[config.mk]
export PLATFORM = sky130hd
export DESIGN_NAME = ckg_ctrl
export DESIGN_NICKNAME = d
export VERILOG_FILES = /design/src/rtl/ckg_pkg.sv /design/src/rtl/ckg_cfg_regs.sv /design/src/rtl/ckg_unit_div.sv /design/src/rtl/ckg_power_fsm.sv /design/src/rtl/ckg_ctrl.sv
export SDC_FILE = /design/constraint.sdc
export NUM_CORES = 1
export LEC_CHECK = 0
export BUFFER_PORTS_ARGS = -buffer_cell sky130_fd_sc_hd__buf_2
export CAP_MARGIN = 25
export CORE_MARGIN = 2
export CORE_UTILIZATION = 61
export CTS_CLUSTER_SIZE = 25
export DETAILED_ROUTE_END_ITERATION = 8
export PLACE_DENSITY = 0.84
export SYNTH_ARGS = -nofsm -noshare
export SYNTH_HDL_FRONTEND = slang
export SYNTH_SLANG_ARGS = --single-unit
[constraint.sdc]
create_clock -name clk -period 1.46 [get_ports clk]
set_input_delay 0.146 -clock clk [delete_from_list [all_inputs] [get_ports clk]]
set_output_delay 0.146 -clock clk [all_outputs]
set_load 0.02 [all_outputs]
[src/rtl/ckg_pkg.sv]
package ckg_pkg;
  typedef enum logic [1:0] {
    SEL_NONE = 2'd0,
    SEL_UNIT = 2'd1,
    SEL_WAKE = 2'd2
  } reg_sel_e;

  function automatic int max2(input int a, input int b);
    return (a > b) ? a : b;
  endfunction
endpackage

[src/rtl/ckg_cfg_regs.sv]
module ckg_cfg_regs
  import ckg_pkg::*;
#(
  parameter int NUM_UNITS = 8,
  parameter int DIV_W     = 4,
  parameter int NUM_WAKE  = 4,
  parameter int AW        = 4,
  parameter int DW        = 5
) (
  input  logic                       clk,
  input  logic                       rst,
  input  logic                       wr_en,
  input  logic [AW-1:0]              wr_addr,
  input  logic [DW-1:0]              wr_data,
  output logic [NUM_UNITS-1:0]       prog_en,
  output logic [NUM_UNITS*DIV_W-1:0] prog_div,
  output logic [NUM_WAKE-1:0]        wake_mask
);
  reg_sel_e sel;

  always_comb begin
    if (!wr_en)                       sel = SEL_NONE;
    else if (wr_addr < AW'(NUM_UNITS)) sel = SEL_UNIT;
    else if (wr_addr == AW'(NUM_UNITS)) sel = SEL_WAKE;
    else                              sel = SEL_NONE;
  end

  for (genvar u = 0; u < NUM_UNITS; u++) begin : g_unit_reg
    always_ff @(posedge clk) begin
      if (rst) begin
        prog_en[u]                  <= 1'b0;
        prog_div[u*DIV_W +: DIV_W]  <= '0;
      end else if (sel == SEL_UNIT && wr_addr == AW'(u)) begin
        prog_en[u]                  <= wr_data[DIV_W];
        prog_div[u*DIV_W +: DIV_W]  <= wr_data[DIV_W-1:0];
      end
    end
  end

  always_ff @(posedge clk) begin
    if (rst)                   wake_mask <= '1;
    else if (sel == SEL_WAKE)  wake_mask <= wr_data[NUM_WAKE-1:0];
  end
endmodule

[src/rtl/ckg_unit_div.sv]
module ckg_unit_div #(
  parameter int DIV_W    = 4,
  parameter int IDLE_DIV = 16
) (
  input  logic             clk,
  input  logic             rst,
  input  logic             idle,
  input  logic             prog_en,
  input  logic [DIV_W-1:0] prog_div,
  output logic             ce
);
  localparam logic [DIV_W-1:0] IDLE_LIM = DIV_W'(IDLE_DIV - 1);

  logic [DIV_W-1:0] cnt;
  logic [DIV_W-1:0] lim_act;
  logic             en_act;
  logic             boundary;

  assign boundary = (cnt == lim_act);

  // Rate and enable are latched only when a period ends, so every
  // period runs to completion and each strobe is a full cycle.
  always_ff @(posedge clk) begin
    if (rst) begin
      cnt     <= '0;
      lim_act <= '0;
      en_act  <= 1'b0;
      ce      <= 1'b0;
    end else begin
      ce <= en_act & boundary;
      if (boundary) begin
        cnt     <= '0;
        lim_act <= idle ? IDLE_LIM : prog_div;
        en_act  <= prog_en;
      end else begin
        cnt <= cnt + 1'b1;
      end
    end
  end
endmodule

[src/rtl/ckg_power_fsm.sv]
module ckg_power_fsm #(
  parameter int NUM_WAKE = 4
) (
  input  logic                clk,
  input  logic                rst,
  input  logic                idle_req,
  input  logic                cpu_stop_req,
  input  logic [NUM_WAKE-1:0] wake_evt,
  input  logic [NUM_WAKE-1:0] wake_mask,
  output logic                idle_mode,
  output logic                cpu_run,
  output logic                wake_pend
);
  logic idle_cmd_r;
  logic stop_cmd_r;

  always_ff @(posedge clk) begin
    if (rst) begin
      idle_cmd_r <= 1'b0;
      stop_cmd_r <= 1'b0;
      wake_pend  <= 1'b0;
      idle_mode  <= 1'b0;
      cpu_run    <= 1'b1;
    end else begin
      idle_cmd_r <= idle_req;
      stop_cmd_r <= cpu_stop_req;
      wake_pend  <= |(wake_evt & wake_mask);
      if (wake_pend) begin
        idle_mode <= 1'b0;
        cpu_run   <= 1'b1;
      end else begin
        if (idle_cmd_r) idle_mode <= 1'b1;
        if (stop_cmd_r) cpu_run   <= 1'b0;
      end
    end
  end
endmodule

[src/rtl/ckg_ctrl.sv]
module ckg_ctrl
  import ckg_pkg::*;
#(
  parameter int NUM_UNITS = 8,
  parameter int DIV_W     = 4,
  parameter int NUM_WAKE  = 4,
  parameter int IDLE_DIV  = 16,
  localparam int AW       = $clog2(NUM_UNITS) + 1,
  localparam int DW       = max2(DIV_W + 1, NUM_WAKE)
) (
  input  logic                 clk,
  input  logic                 rst,
  input  logic                 wr_en,
  input  logic [AW-1:0]        wr_addr,
  input  logic [DW-1:0]        wr_data,
  input  logic                 idle_req,
  input  logic                 cpu_stop_req,
  input  logic [NUM_WAKE-1:0]  wake_evt,
  output logic [NUM_UNITS-1:0] unit_ce,
  output logic                 idle_mode,
  output logic                 cpu_clk_en
);
  logic [NUM_UNITS-1:0]       prog_en;
  logic [NUM_UNITS*DIV_W-1:0] prog_div;
  logic [NUM_WAKE-1:0]        wake_mask_w;
  logic                       wake_pend;

  ckg_cfg_regs #(
    .NUM_UNITS(NUM_UNITS), .DIV_W(DIV_W), .NUM_WAKE(NUM_WAKE),
    .AW(AW), .DW(DW)
  ) u_regs (
    .clk(clk), .rst(rst), .wr_en(wr_en), .wr_addr(wr_addr),
    .wr_data(wr_data), .prog_en(prog_en), .prog_div(prog_div),
    .wake_mask(wake_mask_w)
  );

  ckg_power_fsm #(.NUM_WAKE(NUM_WAKE)) u_pwr (
    .clk(clk), .rst(rst), .idle_req(idle_req),
    .cpu_stop_req(cpu_stop_req), .wake_evt(wake_evt),
    .wake_mask(wake_mask_w), .idle_mode(idle_mode),
    .cpu_run(cpu_clk_en), .wake_pend(wake_pend)
  );

  for (genvar u = 0; u < NUM_UNITS; u++) begin : g_div
    ckg_unit_div #(.DIV_W(DIV_W), .IDLE_DIV(IDLE_DIV)) u_div (
      .clk(clk), .rst(rst), .idle(idle_mode),
      .prog_en(prog_en[u]), .prog_div(prog_div[u*DIV_W +: DIV_W]),
      .ce(unit_ce[u])
    );
  end
endmodule

==> summary.md, run 1 <==
| Metric | Value |
|---|---|
| Worst hold path class | in -> reg |
| Top cell type's share of synthesized area | 0.427 |
| Antenna Nets Post-Route | 0 |
| Num CTS Buffers | 17 |
| Relative slew slack | 0.719 |
| Max Cap Viol | 0 |
| Post-synthesis xor/xnor area fraction | 0.109 |
| Overflow after GRT | 0 |
| DRC viols | 0 |
| Routed vias/inst | 6.03 |
| Core area | 0.00968 mm² |
| Worst-Skew Late Latency | 0.52 ns |
| Worst hold start | wr_data[1] |
| Clock transition at path regs | 0.06 ns |
| Starting Density | 0.625 |
| H-tree level count | 4 |
| Most frequent cell after synthesis | dfxtp_1 |
| Largest net degree at the start of global routing | 30 |
| GPL Wtd Cong | 0.819 |
| Finish-stage setup viols | 0 |
| WP data required | 1.31 ns |
| Final Cell Area | 0.00693 mm² |
| Max-slew violation count | 0 |
| Crit end category | primary output |
| Post-Syn Area per Cell | 10.6 µm² |
| Dominant cell type by area after synthesis | dfxtp_1 |
| Max VDD drop | 1.31 mV |
| Nets | 607 |
| Post-synthesis compound-gate area fraction | 0.195 |
| Via Count | 4,382 |
| Synth Area in Adders | 0.0165 |
| Drt total wl | 12,600 µm |
| Final Util | 0.715 |
| Worst Setup Path Type | reg -> out |
| Reg-to-reg endpoint | u_pwr.wake_pend |
| Clock skew | 0.00605 ns |
| Final worst path period share | 0.954 |
| Most common flop cell mapped by yosys | dfxtp_1 |
| Final worst setup slack | 0.0673 ns |
| Post-synth EDFFs | 0 |
| Antenna violations before repair | 0 |
| Status | finished clean |
| CTS root buf | clkbuf_8 |
| Post-synthesis simple-gate area fraction | 0.181 |
| Die area | 0.0107 mm² |
| ANT cells | 0 |
| Signal arrival time at the worst endpoint | 1.25 ns |
| Worst Max-Slew Pin Slew | 0.422 ns |
| PD cells | 1980 mW/mm² |
| Commonest cells post-synth | dfxtp_1 (129), nand3_1 (48), a21oi_1 (41), o21ai_1 (36), nor2_1 (35) |
| DP Worst Slack | 0.188 ns |
| Vias in the first global route | 4,486 |
| Fmax | 0.718 GHz |
| CTS tree | done |
| Sequential area share after synthesis | 0.427 |
| RR Startpoint | u_regs.wake_mask[2] |
| Fillers | 654 |
| Critical path endpoint | idle_mode |
| PortBufs | 27 |
| Drt first pass iters | 5 |
| First-pass GRT wire length | 21,500 µm |
| RSZ-0062 raised after global routing | no |
| Warnings from Yosys | 0 |
| DR WL/cell | 17.4 µm |
| Drt initial violations | 316 |
| Chip Width | 104 µm |
| Hold WS | 0.0171 ns |
| Row count | 36 |
| Clock buffer depth | 2 |
| Reg2reg setup slack | 0.11 ns |
| R2R cell count | 3 |
| IO Count | 28 |
| GR Util All Layers | 0.246 |
| Area after DPL | 0.00617 mm² |
| Dpl hpwl | 7860 µm |
| Library cells used by synthesis | 35 |
| Startpoint class of the critical path | register |
| Layout area overhead | 14.5% |
| Syn Nets | 595 |
| Synth Cell Area | 0.00605 mm² |
| FF+latch count, synth | 129 |
| CP max FO | 17 |
| Die H | 104 µm |
| Post-synthesis mux area share | 0.0132 |
| Setup TNS | 0 ns |
| Gate Count Post-Synth | 569 |
| Largest family of logic cells by synthesized area | compound AO/OA/AOI/OAI gates |
| Layout cells sized above 1 | 0.298 |
| Clk sinks | 129 |
| Setup crit start | u_pwr.idle_mode |
| Async S/R FF share, synth | 0 |
| Fin. Hold Viols | 0 |
| Leak | 2.36 nW |
| Final worst path period need | 1.39 ns |
| Top cells by area, synth | dfxtp_1 (43%), xnor2_2 (8.6%), a211oi_2 (6.6%) |
[area by class of cell]
| type | instances | area (µm²) | area share |
|---|---|---|---|
| Clock buffer | 23 | 467 | 0.0674 |
| Clock inverter | 9 | 154 | 0.0222 |
| Inverter | 1 | 3.75 | 0.000542 |
| Multi-Input combinational cell | 382 | 3110 | 0.450 |
| Sequential cell | 129 | 2590 | 0.373 |
| Tap cell | 133 | 166 | 0.0240 |
| Timing Repair Buffer | 50 | 435 | 0.0629 |
[cell families (layout without fill, tap and decap cells)]
kind of cell	after synthesis	after routing
compound gates	157	157
xor+xnor	48	48
fa+ha+maj	8	8
buf+inv	58	83
flops	129	129
mux	8	8
simple gates	161	161
[placed cells by master (no fill, tap or decap), types with 10 or more instances in the layout]
master           n
nor2_1          35
nand3_1         48
nand2b_1        18
o21ai_1         36
dlygate4sd3_1   10
dfxtp_1        128
xnor2_2         32
a41oi_1         32
a21oi_1         41
buf_2           26
nor3_2          24
clkbuf_16       16
a211oi_2        32
[worst min-delay path by stage]
| stage | endpoint | slack [ns] | cells past startpoint |
|---|---|---|---|
| floorplan | u_pwr.idle_cmd_r | 0.27 | 1 |
| global placement | u_pwr.idle_cmd_r | 0.36 | 2 |
| detailed placement | u_pwr.idle_cmd_r | 0.36 | 2 |
| CTS | u_regs.prog_div[25] | 0.004 | 3 |
| global route | u_regs.prog_div[9] | 0.007 | 3 |
| finish | u_regs.prog_div[17] | 0.02 | 3 |
[power by group]
part | switching (mW) | internal, mW | leakage (nW)
Sequential | 0.591 | 4.05 | 1.05
Combinational | 2.50 | 2.17 | 1.01
Clock | 1.48 | 2.91 | 0.298
Total | 4.57 | 9.13 | 2.36
[critical path, stage by stage (launching register included)]
cell and delay, ns:
dfxtp_4 0.39, buf_12 0.16, buf_2 0.17
[state kept, by name, indices dropped and copies added (netlist names)]
name	flops
g_div.u_div.ce	8
g_div.u_div.cnt	32
g_div.u_div.en_act	8
g_div.u_div.lim_act	32
u_pwr.cpu_run	1
u_pwr.idle_cmd_r	1
u_pwr.idle_mode	1
u_pwr.stop_cmd_r	1
u_pwr.wake_pend	1
u_regs.prog_div	32
u_regs.prog_en	8
u_regs.wake_mask	4
[metal layers]
layer | GRT usage | wire length [µm]
met1 | 0.296 | 5210
met2 | 0.434 | 6670
met3 | 0.0529 | 606
met4 | 0.0917 | 150
met5 | 0 | 0
[timing repair]
action / 4_1_cts / 5_1_grt
gates cloned: 1 / 0
pin swaps: 0 / 0
hold endpoints to repair: 32 / 0
endpoints found under the setup margin: 1 / 1
buffers inserted: 0 / 0
resized for setup: 1 / 1
hold buffers: 10 / 0
[through the flow]
step / std cells / power, mW
after floorplan: 569 / 8.91
after global placement: 684 / 8.97
after detailed placement: 684 / 9.29
after CTS: 727 / 13.8
after global routing: 727 / 14.3
final: 727 / 13.7
No activity file was read; power rests on OpenSTA's default activity.
==> run 2, diff against run 1 <==
--- a/config.mk
+++ b/config.mk
@@ -7,6 +7,7 @@
 export LEC_CHECK = 0
 export BUFFER_PORTS_ARGS = -buffer_cell sky130_fd_sc_hd__buf_2
 export CAP_MARGIN = 25
+export CORE_ASPECT_RATIO = 1.75
 export CORE_MARGIN = 2
 export CORE_UTILIZATION = 61
 export CTS_CLUSTER_SIZE = 25
==> run 2 against run 1 <==
- cell count fell by 2.5%
- sequential share of layout area rose by 1.1 points
- non-clock buffer count down 9
- via count decreased by 2.9%
- clock skew decreased by 0.00080 ns
- critical endpoint is now g_div[4].u_div.en_act
- largest cell class unchanged
- highest routed layer unchanged
==> summary.md, run 2 (same netlist as run 1, synthesis figures left out) <==
| Metric | Value |
|---|---|
| Max stage delay cell, worst path | and4_4 |
| Tot Pwr | 13.3 mW |
| PortBufs | 27 |
| Finish-stage setup viols | 0 |
| Worst hold start | rst |
| DRC viols | 0 |
| Hold WS | 0.0257 ns |
| Worst Setup Path Type | reg -> reg |
| CP bufs+invs | 0 |
| Non-Filler Instances | 709 |
| Leak | 2.28 nW |
| Reg2reg setup slack | 0.12 ns |
| Worst-path cell chain | xnor2_2 -> and4_4 -> mux2i_1 |
| Commonest cells after routing, fill and taps aside | dfxtp_1 (129), nand3_1 (48), a21oi_1 (41) |
| Chip Width | 79.3 µm |
| First-pass GRT wire length | 20,100 µm |
| Vias in the first global route | 4,312 |
| Clock transition at path regs | 0.05 ns |
| Largest net degree at the start of global routing | 59 |
| Routed vias/inst | 6.00 |
| RSZ-0062 raised after global routing | no |
| Worst hold path class | in -> reg |
| ANT cells | 0 |
| PD cells | 1980 mW/mm² |
| Fmax | 0.748 GHz |
| Drt initial violations | 268 |
| Die H | 136 µm |
| Overflow after GRT | 0 |
| Max Cap Viol | 0 |
| Max VDD drop | 1.21 mV |
| Final worst path period need | 1.34 ns |
| Reg-to-reg endpoint | g_div[4].u_div.en_act |
| WP data required | 1.80 ns |
| CTS root buf | clkbuf_16 |
| Num CTS Buffers | 17 |
| Core area | 0.00973 mm² |
| Hold endpoint | g_div[1].u_div.cnt[2] |
| Worst Max-Slew Pin Slew | 0.441 ns |
| Startpoint class of the critical path | register |
| Setup TNS | 0 ns |
| Hold-critical path depth | 2 |
| CTS tree | done |
| Relative slew slack | 0.706 |
| Row count | 48 |
| Layout area overhead | 11.1% |
| R2R cell count | 3 |
| Antenna Nets Post-Route | 0 |
| Nets | 598 |
| Clock buffer depth | 2 |
| Largest regs | g_div.u_div.cnt: 32 flops, g_div.u_div.lim_act: 32 flops, u_regs.prog_div: 32 flops |
| Post-CTS Resized | 0 |
| Max-slew violation count | 0 |
| Drt first pass iters | 6 |
| Drt total wl | 11,800 µm |
| Dpl hpwl | 7710 µm |
| GPL Wtd Cong | 0.759 |
| Commonest non-fill, non-tap cell in the layout | dfxtp_1 |
| CTS hold repair buffers | 3 |
| Clock skew | 0.00526 ns |
| Antenna violations before repair | 0 |
| Final worst path period share | 0.915 |
| Via Count | 4,257 |
| Die area | 0.0108 mm² |
| Crit end category | register |
| Placed cells | 675 |
| Setup Fix Bufs, Post-CTS | 0 |
| Signal arrival time at the worst endpoint | 1.68 ns |
| Layout cells sized above 1 | 0.293 |
| Starting Density | 0.622 |
| GR Util All Layers | 0.238 |
| Fin. Hold Viols | 0 |
| DR WL/cell | 16.7 µm |
| Clk sinks | 129 |
| Largest delay share family, worst path | simple AND/OR/NAND/NOR gates |
| H-tree level count | 4 |
| CP max FO | 10 |
| Worst-Skew Late Latency | 0.41 ns |
| Worst stage delay on the critical path | 0.40 ns |
| IO Count | 28 |
| Status | finished clean |
| RR Startpoint | g_div[4].u_div.cnt[0] |
-- run 2: changes by cell type in the layout (fill, tap and decap cells not counted), moves of 2 or more --
cell,change
bufinv_16,-2
clkinv_2,+2
clkinvlp_4,-2
buf_12,-2
clkbuf_1,+2
dlygate4sd3_1,-7
-- run 2: how the worst max path moves through the flow --
stage / slack, ns / from / end / depth (start not counted)
2_1_floorplan: 0.19 / u_pwr.idle_mode / g_div[0].u_div.lim_act[3] / 4
3_3_place_gp: 0.24 / g_div[5].u_div.cnt[0] / g_div[5].u_div.en_act / 3
3_5_place_dp: 0.14 / g_div[4].u_div.cnt[0] / g_div[4].u_div.en_act / 3
4_1_cts: 0.12 / g_div[4].u_div.cnt[0] / g_div[4].u_div.en_act / 3
5_1_grt: 0.08 / g_div[4].u_div.cnt[0] / g_div[4].u_div.en_act / 3
6_report: 0.12 / g_div[4].u_div.cnt[0] / g_div[4].u_div.en_act / 3
-- run 2: routing by layer --
layer,wire [µm],track usage
met1,4550,0.261
met2,6620,0.429
met3,434,0.0627
met4,206,0.0958
met5,0,0
-- run 2: layout make-up --
type                            count  area, µm²
Multi-Input combinational cell    382       3110
Inverter                            1       3.75
Timing Repair Buffer               41        300
Fill cell                         726       3010
Clock inverter                      6       80.1
Sequential cell                   129       2580
Tap cell                          125        156
Clock buffer                       25        485
-- run 2: where the power goes --
group          switching [mW]  internal [mW]  total (mW)
registers               0.578           4.05        4.63
logic                    2.46           2.13        4.60
clock network            1.44           2.62        4.06
-- run 2: through the flow --
stage	setup WS, ns	area, µm²	utilization
finish	0.123	6720	0.691
global route	0.0764	6720	0.691
CTS	0.122	6720	0.691
detailed placement	0.136	6130	0.630
global placement	0.244	6130	0.630
floorplan	0.187	6050	-
==> run 3, diff against run 2 <==
==> constraint.sdc (replaced) <==
create_clock -name clk -period 1.46 [get_ports clk]
set_input_delay 0.146 -clock clk [delete_from_list [all_inputs] [get_ports clk]]
set_output_delay 0.146 -clock clk [all_outputs]
set_load 0.1 [all_outputs]
==> run 3 against run 2 <==
- sequential cell count is the same
- maximum frequency shrank 3.7%
- critical path depth fell by 2
- combinational power is 0.9% lower
- utilization grew 0.077 points
- hold slack worse by 0.010 ns
- cell count grew 0.14%
- setup slack lost 0.051 ns
- critical path type is now reg -> out
- critical endpoint is now idle_mode
- largest cell class unchanged
==> summary.md, run 3 (same netlist as run 1, synthesis figures left out) <==
| Metric | Value |
|---|---|
| Worst hold path class | in -> reg |
| Int Pwr | 8.82 mW |
| PortBufs | 27 |
| Worst-path cell chain | buf_12 |
| Via Count | 4,265 |
| Post-CTS Resized | 0 |
| Layout area overhead | 11.3% |
| Worst-Skew Late Latency | 0.42 ns |
| Switching Power | 4.45 mW |
| Top sig layer | met4 |
| Reg-to-reg endpoint | g_div[5].u_div.en_act |
| Switch share | 0.335 |
| Max Cap Viol | 0 |
| Relative slew slack | 0.678 |
| RR Startpoint | g_div[5].u_div.lim_act[2] |
| H-tree level count | 4 |
| Drt initial violations | 192 |
| CP max FO | 34 |
| Startpoint class of the critical path | register |
| Antenna Nets Post-Route | 0 |
| Vias in the first global route | 4,329 |
| CP bufs+invs | 1 |
| Clock buffer depth | 2 |
| R2R cell count | 3 |
| Reg2reg setup slack | 0.14 ns |
| Routed vias/inst | 6.01 |
| Area of the multi-input gates | 0.00311 mm² |
| Clock skew | 0.00813 ns |
| Largest regs | g_div.u_div.cnt: 32 flops, g_div.u_div.lim_act: 32 flops, u_regs.prog_div: 32 flops |
| Worst Max-Slew Pin Slew | 0.487 ns |
| WP data required | 1.31 ns |
| Final worst path period need | 1.39 ns |
| Worst hold start | wake_evt[1] |
| Comb pwr share | 0.343 |
| Worst stage delay on the critical path | 0.59 ns |
| CTS root buf | clkbuf_16 |
| DRC viols | 0 |
| Antenna violations before repair | 0 |
| Clk sinks | 129 |
| Clock transition at path regs | 0.06 ns |
| Setup TNS | 0 ns |
| Power share of the clock group | 0.307 |
| Largest net degree at the start of global routing | 35 |
| Setup crit start | u_pwr.idle_mode |
| Layout cells sized above 1 | 0.296 |
| Starting Density | 0.622 |
| Signal arrival time at the worst endpoint | 1.24 ns |
| Fin. Hold Viols | 0 |
| Num CTS Buffers | 17 |
| Final worst path period share | 0.951 |
| Max VDD drop | 1.19 mV |
| Row count | 48 |
| DR WL/cell | 16.7 µm |
| CTS tree | done |
| Nets | 598 |
| Largest delay share family, worst path | flip-flops |
| Status | finished clean |
| PD cells | 1970 mW/mm² |
| RSZ-0062 raised after global routing | no |
| Leak | 2.28 nW |
| First-pass GRT wire length | 20,400 µm |
| Final Util | 0.692 |
| Area after DPL | 0.00614 mm² |
| Drt first pass iters | 7 |
| Finish-stage setup viols | 0 |
| Core area | 0.00973 mm² |
| Die H | 136 µm |
| Overflow after GRT | 0 |
| Dpl hpwl | 7830 µm |
| Commonest cells after routing, fill and taps aside | dfxtp_1 (128), nand3_1 (48), a21oi_1 (41) |
| Worst Setup Path Type | reg -> out |
| Max-slew violation count | 0 |
| Crit end category | primary output |
| Final Cell Area | 0.00673 mm² |
| Hold endpoint | u_pwr.wake_pend |
| Met2 WL post-DR | 6510 µm |
| Drt total wl | 11,800 µm |
| Max stage delay cell, worst path | dfxtp_4 |
| WL met3 | 463 µm |
| Reg power frac | 0.350 |
| Fmax | 0.721 GHz |
| ANT cells | 0 |
| Hold-critical path depth | 3 |
| IO Count | 28 |
| Die area | 0.0108 mm² |
| Fillers | 750 |
| GPL Wtd Cong | 0.790 |
| Commonest non-fill, non-tap cell in the layout | dfxtp_1 |
| Chip Width | 79.3 µm |
| GR Util All Layers | 0.240 |
| Met1 Routed Length | 4630 µm |
| Storage cell area | 0.00259 mm² |
run 3: cell count changes in the layout (fill, tap and decap cells not counted):
| cell | before | now |
|---|---|---|
| dlygate4sd3_1 | 3 | 2 |
| buf_2 | 26 | 25 |
| dfxtp_1 | 129 | 128 |
| clkbuf_1 | 5 | 6 |
| buf_4 | 8 | 10 |
| dfxtp_4 | 0 | 1 |
run 3: power groups by stage:
stage / Combinational [mW] / Sequential [mW] / Clock [mW]
after floorplan: 4.32 / 4.62 / 0
after global placement: 4.29 / 4.68 / 0
after detailed placement: 4.51 / 4.72 / 0
after CTS: 4.58 / 4.65 / 4.12
after global routing: 5.00 / 4.71 / 4.28
final: 4.56 / 4.64 / 4.07
run 3: metal layers:
layer	up-vias	track usage
met1	2063	0.277
met2	105	0.421
met3	22	0.0553
li1	2075	-
met5	-	0
met4	0	0.102
run 3: cell type report:
class / count / share of cell area
clock buffers: 26 / 0.0727
clock inverters: 6 / 0.0119
inverters: 1 / 0.000558
multi-input cells: 382 / 0.463
flip-flops and latches: 129 / 0.384
well taps: 125 / 0.0232
repair buffers: 41 / 0.0446
run 3: worst max path at each step:
stage                     cells after the start  slack [ns]                         to
after floorplan                               4        0.08  g_div[0].u_div.lim_act[3]
after global placement                        3        0.25      g_div[5].u_div.en_act
after detailed placement                      3        0.17      g_div[4].u_div.en_act
after CTS                                     1        0.06                  idle_mode
after global routing                          1        0.02                  idle_mode
final                                         1        0.07                  idle_mode
run 3: repair_timing:
action,4_1_cts,5_1_grt
endpoints found under the hold margin,2,0
hold buffers,2,0
setup buffers,0,0
run 3: tightest hold or removal path, stage by stage:
cell and delay [ns]:
buf_2 0.08, a22oi_1 0.06, a21oi_1 0.12
run 3: through the flow:
stage / cells / total power, mW / hold WS, ns / setup slack (ns)
final: 710 / 13.3 / 0.0154 / 0.0722
after global routing: 710 / 14.0 / 0.0168 / 0.0186
after CTS: 710 / 13.4 / 0.00276 / 0.0597
after detailed placement: 676 / 9.23 / 0.366 / 0.166
after global placement: 676 / 8.97 / 0.354 / 0.249
after floorplan: 569 / 8.93 / 0.274 / 0.0777
